**src/rtl/tlb_xlate.sv**
```systemverilog
module tlb_xlate #(
  parameter int ENTRIES = 16,
  parameter int VA_W    = 32,
  parameter int PA_W    = 32,
  parameter int OFF_W   = 10
) (
  input  logic                      clk,
  input  logic                      rst_n,
  input  logic                      req_valid,
  input  logic [VA_W-1:0]           req_vaddr,
  input  logic [1:0]                req_kind,
  input  logic                      fill_en,
  input  logic [VA_W-OFF_W-1:0]     fill_vpn,
  input  logic [PA_W-OFF_W-1:0]     fill_ppn,
  input  logic                      fill_wr,
  input  logic                      fill_ex,
  input  logic                      flush,
  input  logic                      ref_clear,
  input  logic [$clog2(ENTRIES)-1:0] dbg_idx,
  output logic                      dbg_dirty,
  output logic                      dbg_ref,
  output logic                      rsp_hit,
  output logic                      rsp_miss,
  output logic                      rsp_fault,
  output logic [1:0]                rsp_cause,
  output logic [PA_W-1:0]           rsp_paddr
);
  localparam int VPN_W = VA_W - OFF_W;
  localparam int PPN_W = PA_W - OFF_W;
  localparam int IDX_W = $clog2(ENTRIES);
  localparam logic [IDX_W-1:0] LAST = IDX_W'(ENTRIES - 1);

  logic [VPN_W-1:0]   tag_q [ENTRIES];
  logic [PPN_W-1:0]   ppn_q [ENTRIES];
  logic [ENTRIES-1:0] valid_q, dirty_q, ref_q, wr_q, ex_q;
  logic [IDX_W-1:0]   rr_q;

  logic [ENTRIES-1:0] hit_vec, fill_vec;
  logic [IDX_W-1:0]   hit_idx, victim;
  logic               use_rr;

  wire [VPN_W-1:0] req_vpn  = req_vaddr[VA_W-1:OFF_W];
  wire             any_hit  = |hit_vec;
  wire             is_store = req_kind == 2'b01;
  wire             is_fetch = req_kind == 2'b10;
  wire             deny_wr  = is_store && !wr_q[hit_idx];
  wire             deny_ex  = is_fetch && !ex_q[hit_idx];
  wire             fill_go  = fill_en && !flush;
  wire             look_hit = req_valid && any_hit;

  for (genvar g = 0; g < ENTRIES; g++) begin : g_cmp
    assign hit_vec[g]  = valid_q[g] && (tag_q[g] == req_vpn);
    assign fill_vec[g] = valid_q[g] && (tag_q[g] == fill_vpn);
  end

  always_comb begin
    hit_idx = '0;
    for (int i = ENTRIES - 1; i >= 0; i--)
      if (hit_vec[i]) hit_idx = IDX_W'(i);
  end

  always_comb begin
    victim = rr_q;
    use_rr = 1'b1;
    for (int i = ENTRIES - 1; i >= 0; i--)
      if (!valid_q[i]) begin
        victim = IDX_W'(i);
        use_rr = 1'b0;
      end
    for (int i = ENTRIES - 1; i >= 0; i--)
      if (fill_vec[i]) begin
        victim = IDX_W'(i);
        use_rr = 1'b0;
      end
  end

  assign dbg_dirty = dirty_q[dbg_idx];
  assign dbg_ref   = ref_q[dbg_idx];

  always_ff @(posedge clk) begin
    if (fill_go) begin
      tag_q[victim] <= fill_vpn;
      ppn_q[victim] <= fill_ppn;
    end
  end

  always_ff @(posedge clk or negedge rst_n) begin
    if (!rst_n) begin
      valid_q <= '0;
      dirty_q <= '0;
      ref_q   <= '0;
      wr_q    <= '0;
      ex_q    <= '0;
      rr_q    <= '0;
    end else begin
      if (flush) valid_q <= '0;
      if (ref_clear) ref_q <= '0;
      if (look_hit) begin
        ref_q[hit_idx] <= 1'b1;
        if (is_store && !deny_wr) dirty_q[hit_idx] <= 1'b1;
      end
      if (fill_go) begin
        valid_q[victim] <= 1'b1;
        dirty_q[victim] <= 1'b0;
        ref_q[victim]   <= 1'b0;
        wr_q[victim]    <= fill_wr;
        ex_q[victim]    <= fill_ex;
        if (use_rr) rr_q <= (rr_q == LAST) ? '0 : rr_q + 1'b1;
      end
    end
  end

  always_ff @(posedge clk or negedge rst_n) begin
    if (!rst_n) begin
      rsp_hit   <= 1'b0;
      rsp_miss  <= 1'b0;
      rsp_fault <= 1'b0;
      rsp_cause <= 2'd0;
      rsp_paddr <= '0;
    end else begin
      rsp_hit   <= look_hit;
      rsp_miss  <= req_valid && !any_hit;
      rsp_fault <= look_hit && (deny_wr || deny_ex);
      rsp_cause <= !req_valid             ? 2'd0 :
                   !any_hit               ? 2'd1 :
                   deny_wr                ? 2'd2 :
                   deny_ex                ? 2'd3 : 2'd0;
      rsp_paddr <= (look_hit && !deny_wr && !deny_ex)
                   ? {ppn_q[hit_idx], req_vaddr[OFF_W-1:0]} : '0;
    end
  end

  assert_hit_miss_excl_R2: assert property (@(posedge clk) disable iff (!rst_n)
    !(rsp_hit && rsp_miss));
  assert_fault_needs_hit_R3: assert property (@(posedge clk) disable iff (!rst_n)
    rsp_fault |-> rsp_hit);
  assert_miss_cause_R2: assert property (@(posedge clk) disable iff (!rst_n)
    rsp_miss |-> rsp_cause == 2'd1);
  assert_wr_fault_is_store_R3: assert property (@(posedge clk) disable iff (!rst_n)
    req_valid && req_kind != 2'b01 |=> rsp_cause != 2'd2);
  assert_one_answer_R1: assert property (@(posedge clk) disable iff (!rst_n)
    req_valid |=> (rsp_hit ^ rsp_miss));
  assert_idle_quiet_R9: assert property (@(posedge clk) disable iff (!rst_n)
    !req_valid |=> !rsp_hit && !rsp_miss && !rsp_fault && rsp_cause == 2'd0 && rsp_paddr == '0);
  assert_offset_kept_R1: assert property (@(posedge clk) disable iff (!rst_n)
    req_valid |=> (rsp_hit && !rsp_fault) -> rsp_paddr[OFF_W-1:0] == $past(req_vaddr[OFF_W-1:0]));
  assert_flush_empties_R8: assert property (@(posedge clk) disable iff (!rst_n)
    flush |=> valid_q == '0);
  assert_ref_wiped_R6: assert property (@(posedge clk) disable iff (!rst_n)
    ref_clear && !req_valid |=> ref_q == '0);
endmodule

```
**config.mk**
```make
export PLATFORM = sky130hd
export DESIGN_NAME = tlb_xlate
export DESIGN_NICKNAME = d
export VERILOG_FILES = /design/src/rtl/tlb_xlate.sv
export SDC_FILE = /design/constraint.sdc
export NUM_CORES = 2
export LEC_CHECK = 0
export ABC_AREA = 1
export BUFFER_PORTS_ARGS = -buffer_cell sky130_fd_sc_hd__buf_4
export CAP_MARGIN = 10
export CORE_UTILIZATION = 63
export DETAILED_ROUTE_END_ITERATION = 8
export PLACE_DENSITY = 0.85
export SLEW_MARGIN = 25
export SYNTH_ARGS = -nofsm -noshare
export SYNTH_HDL_FRONTEND = slang
export SYNTH_SLANG_ARGS = --single-unit
```
**constraint.sdc**
```tcl
create_clock -name clk -period 6 [get_ports clk]
set_input_delay 0.3 -clock clk [delete_from_list [all_inputs] [get_ports clk]]
set_output_delay 0.3 -clock clk [all_outputs]
set_load 0.05 [all_outputs]
```
==> Yosys cells after proc, flatten, opt, wreduce, memory -nomap -nowiden <==
Memories as Yosys holds them, arrays and structs flattened.
Cells that the tools add are included.
W data, S select, Z words.
{ "op_classes": {"eq_ne": 35, "n_reduce_logical": 52, "n_bitwise": 6, "n_addsub": 1, "n_mux": 110, "magnitude_cmp": 5} }
{ "ops": {"columns": ["cell", "n"], "rows": [
  ["$eq A22 B22 Y1", 32],
  ["$mux W4", 49],
  ["$mux W16", 8],
  ["$or A16 B16 Y16", 3],
  ["$logic_and A1 B1 Y1", 43],
  ["$mux W1", 40],
  ["$and A16 B16 Y16", 2],
  ["$bwmux W16", 2],
  ["$mux W32", 1],
  ["$bmux W1 S4", 4],
  ["$not A16 Y16", 1],
  ["$reduce_or A16 Y1", 1],
  ["$lt A4 B5 Y1 const B", 3],
  ["$demux W1 S4", 2],
  ["$ge A4 B1 Y1 const B", 2],
  ["$mux W2", 4],
  ["$logic_not A1 Y1", 6],
  ["$add A4 B1 Y4 const B", 1],
  ["$eq A4 B4 Y1 const B", 1],
  ["$eq A2 B1 Y1 const B", 1],
  ["$eq A2 B2 Y1 const B", 1],
  ["$reduce_and A2 Y1", 1],
  ["$logic_or A1 B1 Y1", 1]
]} }
{ "word_totals": {"input_bits": 90, "output_inout_bits": 39, "memories": 2, "ramBits": 704, "wordCells": 222, "ff_bits": 121} }
{ "mem_list": {"columns": ["memory", "words", "word_bits", "read_ports", "rd_ports_with_merged_regs", "wr", "line_no", "source"], "rows": [
  ["ppn_q", 16, 22, 1, 0, 1, "34", "logic [PPN_W-1:0] ppn_q [ENTRIES];"],
  ["tag_q", 16, 22, 16, 0, 1, "33", "logic [VPN_W-1:0] tag_q [ENTRIES];"]
]} }

==> Longest topological paths before layout <==
{ "logic_depth": {"ltp_word": 39, "mapped_depth": 35, "ltp_nobuf": 35} }

==> Worst setup path after synthesis <==
OpenSTA, ideal clock, no wires.
{ "synth_path": {"path_type": "input port to flip-flop", "start": "input port fill_vpn[4]", "end": "memory ppn_q[13][0] (netlist bit) (enable)", "arrival_time_ns": 4.252, "setup_ns": 0.450, "t_required_ns": 5.550, "path_slack_ns": 1.298, "path_buffers": 2, "path_stages": 16, "path_cell_list": "clkbuf_1 clkbuf_1 xor2_1 a211oi_1 nand4_1 nor4_1 nand4_1 nand2_1 nor2_1 nand3_1 nand4_1 nor2_1 inv_1 nor2_1 inv_1 nor2_1"} }
{ "synth_via": {"elab_chain_cells": 18, "elab_cells_between_ends": 48, "classes_between": "eq/ne: 16; mux: 16; reduce/logical: 16"} }
{ "synth_rtl": {"columns": ["element", "line_no", "source"], "rows": [
  ["start, declared", "13", "input logic [VA_W-OFF_W-1:0] fill_vpn,"],
  ["$eq A22 B22 Y1", "53", "assign fill_vec[g] = valid_q[g] && (tag_q[g] == fill_vpn);"],
  ["$logic_and A1 B1 Y1", "53", null],
  ["$mux W4 (15 in series)", "71", "if (fill_vec[i]) begin"],
  ["$mux W4 *", "71", null],
  ["end, declared", "34", null]
]} }
Mark *: on every way between the ends. The rest lies on a longest branch, timed or not.

==> Worst setup path after layout <==
{ "layout_path": {"start": "input port fill_vpn[7]", "end": "memory ppn_q[11][20] (netlist bit) (enable)"} }
Same word-level chain as after synthesis.

==> flow_metrics.tcl <==
set metrics [dict create \
    post-route-min-period_ps 4780 \
    crit_required_ps 6380 \
    io_buffer_count 128 \
    clk_pin_slew_worst_paths_ps 60 \
    setup_viol 0 \
    synth_warnings 0 \
    ys_seq_area_share_pct 61.7 \
    relSlewSlack_pct 21.8 \
    dieArea_mm2 0.0632 \
    crit_chain "dlygate4sd3_1 > buf_4 > inv_1 > buf_4 > nor2_1 > nor4_1 > nor3b_1 > nand4_1 > a21boi_0 > nand2_1 > nand2_1 > nand2_1 > nand2_1 > nand2_1 > nor2_1 > nand2_1 > inv_2 > buf_12" \
    finClkSkew_ps 52.5 \
    synth-adder-area-share_pct 0.0320 \
    hp-start "fill_vpn[6]" \
    cts.path.max_buffers 3 \
    antenna_found_initial 4 \
    place_congestion 1.08 \
    regArea_mm2 0.0242 \
    vdd_drop_max_v 0.000376 \
    dp_hpwl_mm 82.7 \
    viasPerCell 6.80 \
    critPathArrivalTime_ps 5160 \
    fmax_mhz 209 \
    critPathCaptureType "register" \
    grt_pass1_wl_mm 204 \
    rsz0062_at_grt "no" \
    synth.distinct_cells 59 \
    status "complete, but fails checks" \
    gr-usage-all-layers_pct 45.1 \
    regToRegStartpoint "tag_q[10][19]" \
    mostFrequentLayoutCells "704 x edfxtp_1, 673 x nand2_1, 416 x inv_1, 333 x nor2_1, 200 x o22ai_1" \
    r2r_slack_ps 1370 \
    yosysTopAreaCell "edfxtp_1" \
    h-tree-depth 3 \
    root_buffer "clkbuf_16" \
    wirelength_mm 142 \
    die_h_um 251 \
    cp_max_fo 18 \
    setup-tns-final_ps 0 \
    p_leak_uw 0.0168 \
    fillers 4163 \
    max_stage_delay_ps 560 \
    avgRoutedWirePerCell_um 29.7 \
    fin_hold_ws_ps 15.4 \
    cp_top_family "buffers and inverters" \
    ys.flop_type "edfxtp_1" \
    path_class "input pin to register" \
    period_share_pct 79.7 \
    slew_viol_final 0 \
    synth_top_family_by_area "simple AND/OR/NAND/NOR gates" \
    final_area_mm2 0.0442 \
    firstDrtPassIters 9 \
    drive_gt1_share_pct 11.1 \
    clkSinkCount 825 \
    synthMuxAreaShare_pct 0.0288 \
    multi_input_area_mm2 0.0125 \
    async_reset_ff_share_pct 14.7 \
    drc_errors 10 \
    cap_violations 0 \
    hold_viol 0 \
    rows 91 \
    postSynthCellCount 3732 \
    core_mm2 0.0616 \
    start_kind "input pin" \
    ant_nets 0 \
    path_depth 18 \
    p_per_area_mw_per_mm2 283 \
    setup.worst_path.start "fill_vpn[7]" \
    drt_iter0_drc 6071 \
    violations "design-rule violations" \
    dpl_cell_area_mm2 0.0411 \
    synth-simple-area-share_pct 15.9 \
    first_global_vias 31200 \
    final_common_cell "edfxtp_1" \
    r2r_end "rsp_paddr[12]" \
    total_power_uw 12500 \
    io_pins 129 \
    synth_compound_area_share_pct 10.5 \
    gr-total-overflow 0 \
    synth-seq-cells 825 \
    crit_slowest_cell "inv_2" \
    tightestPinTransition_ps 1170 \
    die_w_um 251 \
    critPathBufInv 6 \
    layout.nets 3978 \
    numCtsBuffers 84 \
    synthToLayoutAreaGrowth_pct 13.0 \
    synth_nets 3823 \
    yosys-top-cells-area "edfxtp_1 54%, dfrtp_1 7.7%, nand2_1 6.5%" \
    synth_edf_count 704 \
    yosys.area_share.xor_xnor_pct 5.26 \
    syn_area_mm2 0.0392 \
    reg2reg_depth 16 \
    vias 32600 \
    hold_path_class "input pin to register" \
    avgSynthCellArea_um2 10.5 \
    synth_top_area_share_pct 54.0 \
    clk_latency_ps 690 \
    crit_end "ppn_q[11][20]" \
    grt_max_degree 89 \
    start_util_pct 63.6 \
    cts_tree "done" \
    path_common_cell "nand2_1" \
]
stage by stage:
step	worst slack [ps]	util, %	std cells
after floorplan	1300	-	3732
after global placement	1230	66.7	4600
after detailed placement	1150	66.7	4600
after CTS	1650	71.8	4791
after global routing	1220	71.8	4791
final	1220	71.8	4796
sequential cells by signal, indices dropped and copies added, names as in the netlist:
| signal | cells |
|---|---|
| ppn_q | 352 |
| ex_q | 16 |
| tag_q | 352 |
| valid_q | 16 |
| rsp_hit | 1 |
| rsp_miss | 1 |
| rsp_cause | 2 |
| rsp_paddr | 32 |
| rsp_fault | 1 |
| wr_q | 16 |
| ref_q | 16 |
| dirty_q | 16 |
| rr_q | 4 |
where the power goes:
group          total, µW  switching (µW)  internal [µW]
combinational        902             674            228
sequential          6320            35.3           6280
clock               5280            2320           2960
total              12500            3030           9470
per-layer routing:
layer | GRT usage (%) | share of wire, % | vias to the layer above
met5 | 0 | 0.0091 | -
li1 | - | - | 13400
met4 | 30.7 | 8.7 | 2
met1 | 57.5 | 33 | 15100
met2 | 66.1 | 42 | 3186
met3 | 14.5 | 16 | 874
cell families (layout without fill, tap and decap cells):
logic type / count (synthesis) / in the layout
AND/OR/NAND/NOR: 1409 / 1409
flip-flops: 825 / 825
AO/OA/AOI/OAI: 636 / 636
buffers and inverters: 625 / 847
XOR/XNOR: 235 / 235
adder cells (fa/ha/maj): 1 / 1
multiplexers: 1 / 1
other: 0 / 5
worst reg2reg max path, delay by kind of cell (launching register included):
kind,cells,cell delay (ps)
AO/OA/AOI/OAI,3,960
buffers and inverters,2,720
flip-flops,1,480
AND/OR/NAND/NOR,11,2400
final cells by class:
class                   instances  area share, %
diodes                          5         0.0283
clock buffers                 118           5.18
clock inverters                35           1.05
inverters                     458           3.89
multi-input cells            2282           28.2
flip-flops and latches        825           54.6
well taps                     837           2.37
repair buffers                236           4.62
Yosys cell counts, types with 35 or more instances:
library cell,number
edfxtp_1,704
nand2_1,673
inv_1,428
nor2_1,338
o22ai_1,200
o21ai_0,180
xor2_1,130
dfrtp_1,121
xnor2_1,105
nand3_1,102
nand4_1,102
clkbuf_1,74
nor4_1,67
a21oi_1,59
buf_2,47
o2111ai_1,44
or2_2,42
o221ai_1,35
worst min-delay path by stage:
stage / to / cells past startpoint / slack, ps
floorplan: dirty_q[0] / 0 / 4
global placement: ref_q[2] / 1 / 320
detailed placement: dirty_q[5] / 1 / 320
CTS: tag_q[8][6] / 1 / 10
global route: tag_q[8][6] / 1 / 8
finish: tag_q[11][6] / 1 / 20
what timing repair did:
item,in CTS,in global routing
endpoints found under the setup margin,0,0
setup buffers,0,0
hold buffers,38,0
hold endpoints to repair,451,0
resized for setup,0,0
Power figures use the tool's default switching activity.
